File: src/rtl/tcs_pkg.sv
package tcs_pkg;

  typedef enum logic [2:0] {
    ST_BOOT,
    ST_START,
    ST_WAIT,
    ST_IDLE,
    ST_SHUT
  } seq_st_e;

  localparam logic [1:0] MODE_OFF  = 2'b00;
  localparam logic [1:0] MODE_ONE  = 2'b01;
  localparam logic [1:0] MODE_RST  = 2'b10;
  localparam logic [1:0] RATE_RST  = 2'b00;

  // Idle ticks after a result; never below one tick.
  function automatic int unsigned idle_of(int unsigned per, int unsigned conv);
    return (per > conv + 1) ? per - conv : 1;
  endfunction

  function automatic int unsigned max4(int unsigned a, int unsigned b,
                                       int unsigned c, int unsigned d);
    int unsigned m;
    m = a;
    if (b > m) m = b;
    if (c > m) m = c;
    if (d > m) m = d;
    return m;
  endfunction

endpackage

File: src/rtl/tcs_cfg_reg.sv
module tcs_cfg_reg (
  input  logic       clk,
  input  logic       rst_n,
  input  logic       we_i,
  input  logic [1:0] wmode_i,
  input  logic [1:0] wrate_i,
  input  logic       gc_i,
  input  logic       os_clear_i,
  output logic [1:0] mode_o,
  output logic [1:0] rate_o
);
  import tcs_pkg::*;

  always_ff @(posedge clk or negedge rst_n) begin
    if (!rst_n) begin
      mode_o <= MODE_RST;
      rate_o <= RATE_RST;
    end else if (gc_i) begin
      mode_o <= MODE_RST;
      rate_o <= RATE_RST;
    end else if (we_i) begin
      mode_o <= wmode_i;
      rate_o <= wrate_i;
    end else if (os_clear_i) begin
      mode_o <= MODE_OFF;
    end
  end

  // a finished one-shot leaves the mode bits at shutdown
  p_oneshot_clear_r6: assert property (@(posedge clk) disable iff (!rst_n)
    (os_clear_i && !we_i && !gc_i) |=> (mode_o == MODE_OFF));

endmodule

File: src/rtl/tcs_idle_timer.sv
module tcs_idle_timer #(
  parameter int unsigned CW = 12
) (
  input  logic          clk,
  input  logic          rst_n,
  input  logic          load_i,
  input  logic [CW-1:0] load_val_i,
  input  logic          run_i,
  input  logic          tick_i,
  output logic          expire_o
);
  logic [CW-1:0] cnt_q;

  always_ff @(posedge clk or negedge rst_n) begin
    if (!rst_n)                             cnt_q <= '0;
    else if (load_i)                        cnt_q <= load_val_i;
    else if (run_i && tick_i && cnt_q != 0) cnt_q <= cnt_q - 1'b1;
  end

  assign expire_o = run_i && tick_i && (cnt_q == CW'(1));

  // no tick, no progress
  p_hold_no_tick_r5: assert property (@(posedge clk) disable iff (!rst_n)
    (run_i && !tick_i && !load_i) |=> (cnt_q == $past(cnt_q)));

endmodule

File: src/rtl/tcs_seq_fsm.sv
module tcs_seq_fsm (
  input  logic                clk,
  input  logic                rst_n,
  input  logic [1:0]          mode_i,
  input  logic                gc_i,
  input  logic                expire_i,
  input  logic                adc_done_i,
  output tcs_pkg::seq_st_e    st_o,
  output logic                adc_start_o,
  output logic                capture_o,
  output logic                load_o,
  output logic                os_clear_o
);
  import tcs_pkg::*;

  seq_st_e st_q, st_d;

  always_comb begin
    st_d       = st_q;
    capture_o  = 1'b0;
    load_o     = 1'b0;
    os_clear_o = 1'b0;
    case (st_q)
      ST_BOOT:  st_d = ST_START;
      ST_START: st_d = ST_WAIT;
      ST_WAIT: begin
        if (adc_done_i) begin
          capture_o  = 1'b1;
          load_o     = mode_i[1];
          os_clear_o = (mode_i == MODE_ONE);
          st_d       = mode_i[1] ? ST_IDLE : ST_SHUT;
        end
      end
      ST_IDLE: begin
        if (mode_i == MODE_OFF)      st_d = ST_SHUT;
        else if (mode_i == MODE_ONE) st_d = ST_START;
        else if (expire_i)           st_d = ST_START;
      end
      ST_SHUT: begin
        if (mode_i != MODE_OFF) st_d = ST_START;
      end
      default: st_d = ST_BOOT;
    endcase
    if (gc_i) st_d = ST_BOOT;
  end

  always_ff @(posedge clk or negedge rst_n) begin
    if (!rst_n) st_q <= ST_BOOT;
    else        st_q <= st_d;
  end

  assign st_o        = st_q;
  assign adc_start_o = (st_q == ST_START);

  // start is a single-cycle pulse
  p_start_pulse_r2: assert property (@(posedge clk) disable iff (!rst_n)
    adc_start_o |=> !adc_start_o);

endmodule

File: src/rtl/tcs_conv_seq.sv
module tcs_conv_seq #(
  parameter int unsigned PERIOD_TICKS [4] = '{4000, 1000, 250, 125},
  parameter int unsigned CONV_TICKS       = 26,
  parameter int unsigned TW               = 8
) (
  input  logic          clk,
  input  logic          rst_n,
  input  logic          tick_i,
  input  logic          cfg_we_i,
  input  logic [1:0]    cfg_mode_i,
  input  logic [1:0]    cfg_rate_i,
  input  logic          gc_reset_i,
  output logic          adc_start_o,
  input  logic          adc_done_i,
  input  logic [TW-1:0] adc_result_i,
  output logic [TW-1:0] temp_o,
  output logic          eoc_o,
  output logic [1:0]    mode_o
);
  import tcs_pkg::*;

  localparam int unsigned PMAX = max4(PERIOD_TICKS[0], PERIOD_TICKS[1],
                                      PERIOD_TICKS[2], PERIOD_TICKS[3]);
  localparam int unsigned CW   = $clog2(PMAX + 1);

  logic [1:0]    rate;
  logic          capture, load, os_clear, expire;
  seq_st_e       st;
  logic [CW-1:0] idle_tab [4];

  for (genvar r = 0; r < 4; r++) begin : g_idle
    assign idle_tab[r] = CW'(idle_of(PERIOD_TICKS[r], CONV_TICKS));
  end

  tcs_cfg_reg u_cfg (
    .clk        (clk),
    .rst_n      (rst_n),
    .we_i       (cfg_we_i),
    .wmode_i    (cfg_mode_i),
    .wrate_i    (cfg_rate_i),
    .gc_i       (gc_reset_i),
    .os_clear_i (os_clear),
    .mode_o     (mode_o),
    .rate_o     (rate)
  );

  tcs_seq_fsm u_fsm (
    .clk         (clk),
    .rst_n       (rst_n),
    .mode_i      (mode_o),
    .gc_i        (gc_reset_i),
    .expire_i    (expire),
    .adc_done_i  (adc_done_i),
    .st_o        (st),
    .adc_start_o (adc_start_o),
    .capture_o   (capture),
    .load_o      (load),
    .os_clear_o  (os_clear)
  );

  tcs_idle_timer #(.CW(CW)) u_tmr (
    .clk        (clk),
    .rst_n      (rst_n),
    .load_i     (load),
    .load_val_i (idle_tab[rate]),
    .run_i      (st == ST_IDLE),
    .tick_i     (tick_i),
    .expire_o   (expire)
  );

  always_ff @(posedge clk or negedge rst_n) begin
    if (!rst_n) begin
      temp_o <= '0;
      eoc_o  <= 1'b0;
    end else if (gc_reset_i) begin
      temp_o <= '0;
      eoc_o  <= 1'b0;
    end else begin
      eoc_o <= capture;
      if (capture) temp_o <= adc_result_i;
    end
  end

  // a strobe only follows a done pulse
  p_eoc_after_done_r3: assert property (@(posedge clk) disable iff (!rst_n)
    eoc_o |-> $past(adc_done_i));

  // done with nothing outstanding yields no strobe
  p_stray_done_r9: assert property (@(posedge clk) disable iff (!rst_n)
    (adc_done_i && st != ST_WAIT) |=> !eoc_o);

  // temperature only moves with a strobe or a general reset
  p_temp_hold_r11: assert property (@(posedge clk) disable iff (!rst_n)
    !eoc_o |-> ($stable(temp_o) || $past(gc_reset_i)));

endmodule

File: config.mk
export PLATFORM = sky130hd
export DESIGN_NAME = tcs_conv_seq
export DESIGN_NICKNAME = d
export VERILOG_FILES = /design/src/rtl/tcs_pkg.sv /design/src/rtl/tcs_cfg_reg.sv /design/src/rtl/tcs_idle_timer.sv /design/src/rtl/tcs_seq_fsm.sv /design/src/rtl/tcs_conv_seq.sv
export SDC_FILE = /design/constraint.sdc
export NUM_CORES = 1
export LEC_CHECK = 0
export BUFFER_PORTS_ARGS = -buffer_cell sky130_fd_sc_hd__buf_2
export CAP_MARGIN = 20
export CORE_UTILIZATION = 54
export CTS_BUF_LIST = sky130_fd_sc_hd__clkbuf_8 sky130_fd_sc_hd__clkbuf_16
export DETAILED_ROUTE_END_ITERATION = 6
export PLACE_DENSITY = 0.86
export SYNTH_ARGS = -nofsm -noshare
export SYNTH_HDL_FRONTEND = slang
export SYNTH_SLANG_ARGS = --single-unit
File: constraint.sdc
create_clock -name clk -period 2.64 [get_ports clk]
set_clock_uncertainty 0.2 [all_clocks]
set_input_delay 0.528 -clock clk [delete_from_list [all_inputs] [get_ports clk]]
set_output_delay 0.528 -clock clk [all_outputs]
set_load 0.02 [all_outputs]
==> summary.md <==
| Metric | Value |
|---|---|
| Period utilisation layout | `87.5%` |
| Outcome | `finished, final reports clean` |
| Post-synth cell types | `39` |
| Post-synth EDFFs | `0` |
| Gr ovfl total | `0` |
| CTS buffer count | `3` |
| Ratio of cells with drive above 1 in the final layout | `20.0%` |
| Post-cts hold buffer count | `0` |
| Port bufs | `29` |
| Total wire length | `3630 um` |
| Synth area leaders | `dfrtp_1 (43%), nand2_1 (6.3%), a21oi_1 (5.1%)` |
| Residual DRC count | `0` |
| CTS tree | `yes` |
| Reg-to-reg critical path startpoint | `u_tmr.cnt_q[0]` |
| Final setup fails | `0` |
| Area leader, netlist | `dfrtp_1` |
| Gr busiest metal | `met2` |
| Hpwl dp | `2610 um` |
| Final setup TNS | `0 ns` |
| Synth top cells by count | `dfrtp_1 (27), nand2_1 (26), a21oi_1 (16)` |
| Core area | `0.00273 mm2` |
| Mapped Area | `0.00156 mm2` |
| Pin count of the biggest net entering global routing | `29` |
| Cell row count | `19` |
| Vias in the first global route | `1309` |
| Final slew viol count | `0` |
| Slew headroom | `57.4%` |
| DR vias | `1409` |
| Minimum clock period | `2.31 ns` |
| Startpoint Class | `flop` |
| Mean Syn Cell Area | `8.89 um2` |
| Final ANT Viol Nets | `0` |
| Worst-Margin Slew | `0.635 ns` |
| # nets final | `222` |
| Met3 Use GR | `2.79%` |
| CTS resizes | `0` |
| GR Util met2 | `36.7%` |
| Register area share after synthesis | `45.1%` |
| Clk sinks | `28` |
| Mapped Nets | `196` |
| Via/cell ratio | `6.10` |
| Cell count after placement | `227` |
| Die area | `0.00310 mm2` |
| Initial DRC count | `165` |
| Critical path type | `reg2reg` |
| Max Root-Sink Buffers | `2` |
| First-pass DRT Iterations | `4` |
| Fmax | `0.433 GHz` |
| RSZ-0062 raised after global routing | `no` |
| Die width | `55.7 um` |
| Skew-Pair Late Insertion Delay | `0.28 ns` |
| Postcts setup bufs | `0` |
| Pleak | `0.805 nW` |
| Ant. Diodes | `0` |
| Initial antenna violation count | `0` |
| Worst Path Required | `2.60 ns` |
| Layout Cells excl Fill | `231` |
| M1 GR Usage | `33.4%` |
| Routability congestion estimate | `0.838` |
| CP Max Fanout | `5` |
| Initial core utilization | `56.9%` |
| R2R cell count | `6` |
| Critical Path End Type | `flop` |
| Die Ht | `55.7 um` |
| H-tree levels | `1` |
| Worst Path Arrival | `2.27 ns` |
| Post-synthesis register bit count | `28` |
| Synth Flop Type | `dfrtp_1` |
| Total chip power | `1.45 mW` |
| Yosys warning total | `0` |
| Most numerous cell in the Yosys netlist | `dfrtp_1` |
| Layout area overhead | `13.9%` |
| First-pass GRT wire length | `5820 um` |
| Fin. Hold Viols | `0` |
| Pwr Density | `820 mW/mm2` |
| Total of max-cap violations | `0` |
| Synth top area share | `43.4%` |
| Top Ports | `30` |
| Clock Tree Root | `clkbuf_8` |
| Worst reg-to-reg setup slack | `0.33 ns` |
| Fin util | `64.8%` |
| GRT Total Usage | `23.9%` |
| Worst-path clk slew | `0.10 ns` |
| Hold WC Path Type | `in2async` |
| Critical R2R Capture | `u_tmr.cnt_q[5]` |
| Ys async rst share | `100%` |
| Wire per inst | `15.7 um` |
| Worst IR Drop VDD | `0.000552 V` |
| Cell count after synthesis | `175` |
[how the worst max path moves through the flow]
| stage | from | to | slack [ns] | depth (start not counted) |
|---|---|---|---|---|
| floorplan | u_tmr.cnt_q[0] | u_tmr.cnt_q[5] | 0.60 | 6 |
| global placement | u_tmr.cnt_q[0] | u_tmr.cnt_q[5] | 0.39 | 6 |
| detailed placement | u_tmr.cnt_q[0] | u_tmr.cnt_q[5] | 0.34 | 6 |
| CTS | u_tmr.cnt_q[0] | u_tmr.cnt_q[5] | 0.36 | 6 |
| global route | u_tmr.cnt_q[0] | u_tmr.cnt_q[5] | 0.24 | 6 |
| finish | u_tmr.cnt_q[0] | u_tmr.cnt_q[5] | 0.33 | 6 |
[worst max-delay path, stage by stage, from the launching register on]
cell and delay (ns):
dfrtp_1 0.41, inv_1 0.13, ha_1 0.15, nor3b_1 0.45, and3_2 0.33, nor3_1 0.06, or3b_2 0.45
[kinds of logic after synthesis]
logic type                 count (synthesis)  synth area share [%]
and+or+nand+nor                           82                  28.4
AOI/OAI and AO/OA                         42                  17.0
DFF                                       28                  45.1
buffers and inverters                     17                  5.15
muxes                                      3                  1.93
adders and majority gates                  3                  2.41
[where the power goes]
| part | total (mW) | internal (mW) | switching, mW |
|---|---|---|---|
| Sequential | 0.667 | 0.532 | 0.135 |
| Combinational | 0.442 | 0.185 | 0.257 |
| Clock | 0.343 | 0.203 | 0.140 |
| Total | 1.45 | 0.920 | 0.532 |
[stage by stage]
stage,hold slack (ns),worst slack (ns),instance area [um2]
finish,0.0419,0.331,1770
global route,0.0867,0.243,1770
CTS,0.0589,0.357,1770
detailed placement,0.312,0.339,1700
global placement,0.306,0.393,1700
floorplan,0.0324,0.604,1560
[layer usage]
layer  share of wire [%]  up-vias
li1                    -      684
met1                  45      676
met2                  50       44
met3                 4.6        5
met4                 1.2        0
met5                   0        -
[area by class of cell]
| class | instances | area [um2] |
|---|---|---|
| fill | 227 | 962 |
| multi-input combinational | 130 | 773 |
| sequential | 28 | 702 |
| timing repair buffer | 31 | 160 |
| clock buffer | 3 | 41.3 |
| tap | 31 | 38.8 |
| clock inverter | 1 | 30.0 |
| inverter | 7 | 26.3 |
[layout by cell type, fill, tap and decap left out]
cell | synthesis | layout
and3_2 | 1 | 1
nand4_1 | 4 | 4
a221oi_1 | 1 | 1
and2_1 | 3 | 3
o31ai_1 | 2 | 2
nand2_1 | 26 | 26
ha_1 | 3 | 3
or3_1 | 1 | 1
and4b_1 | 1 | 1
inv_1 | 7 | 7
nand3b_1 | 2 | 2
a31oi_1 | 5 | 5
nor3b_1 | 2 | 2
or4_1 | 3 | 3
o32a_1 | 1 | 1
nor2_1 | 15 | 15
dfstp_2 | 1 | 1
nand4b_1 | 2 | 2
nand2b_1 | 2 | 2
mux2i_1 | 3 | 3
nor4_4 | 1 | 1
nor2b_1 | 2 | 2
o21ai_0 | 6 | 6
o211ai_1 | 4 | 4
bufinv_16 | 0 | 1
or3b_2 | 1 | 1
buf_2 | 4 | 29
dfrtp_1 | 27 | 27
o22ai_1 | 1 | 1
buf_4 | 1 | 2
clkbuf_8 | 0 | 3
nor3_1 | 5 | 5
a311oi_1 | 2 | 2
nand3_2 | 1 | 1
nor4bb_1 | 1 | 1
a211o_1 | 4 | 4
nand3_1 | 5 | 5
a21oi_1 | 16 | 16
and3_1 | 4 | 4
[registers in the layout (all words and copies together), names as in the netlist]
signal and cells:
eoc_o 1, u_fsm.st_o 3, u_tmr.cnt_q 12, temp_o 8, u_cfg.rate_o 2, u_cfg.mode_o 2
Power figures use the tool's default switching activity.
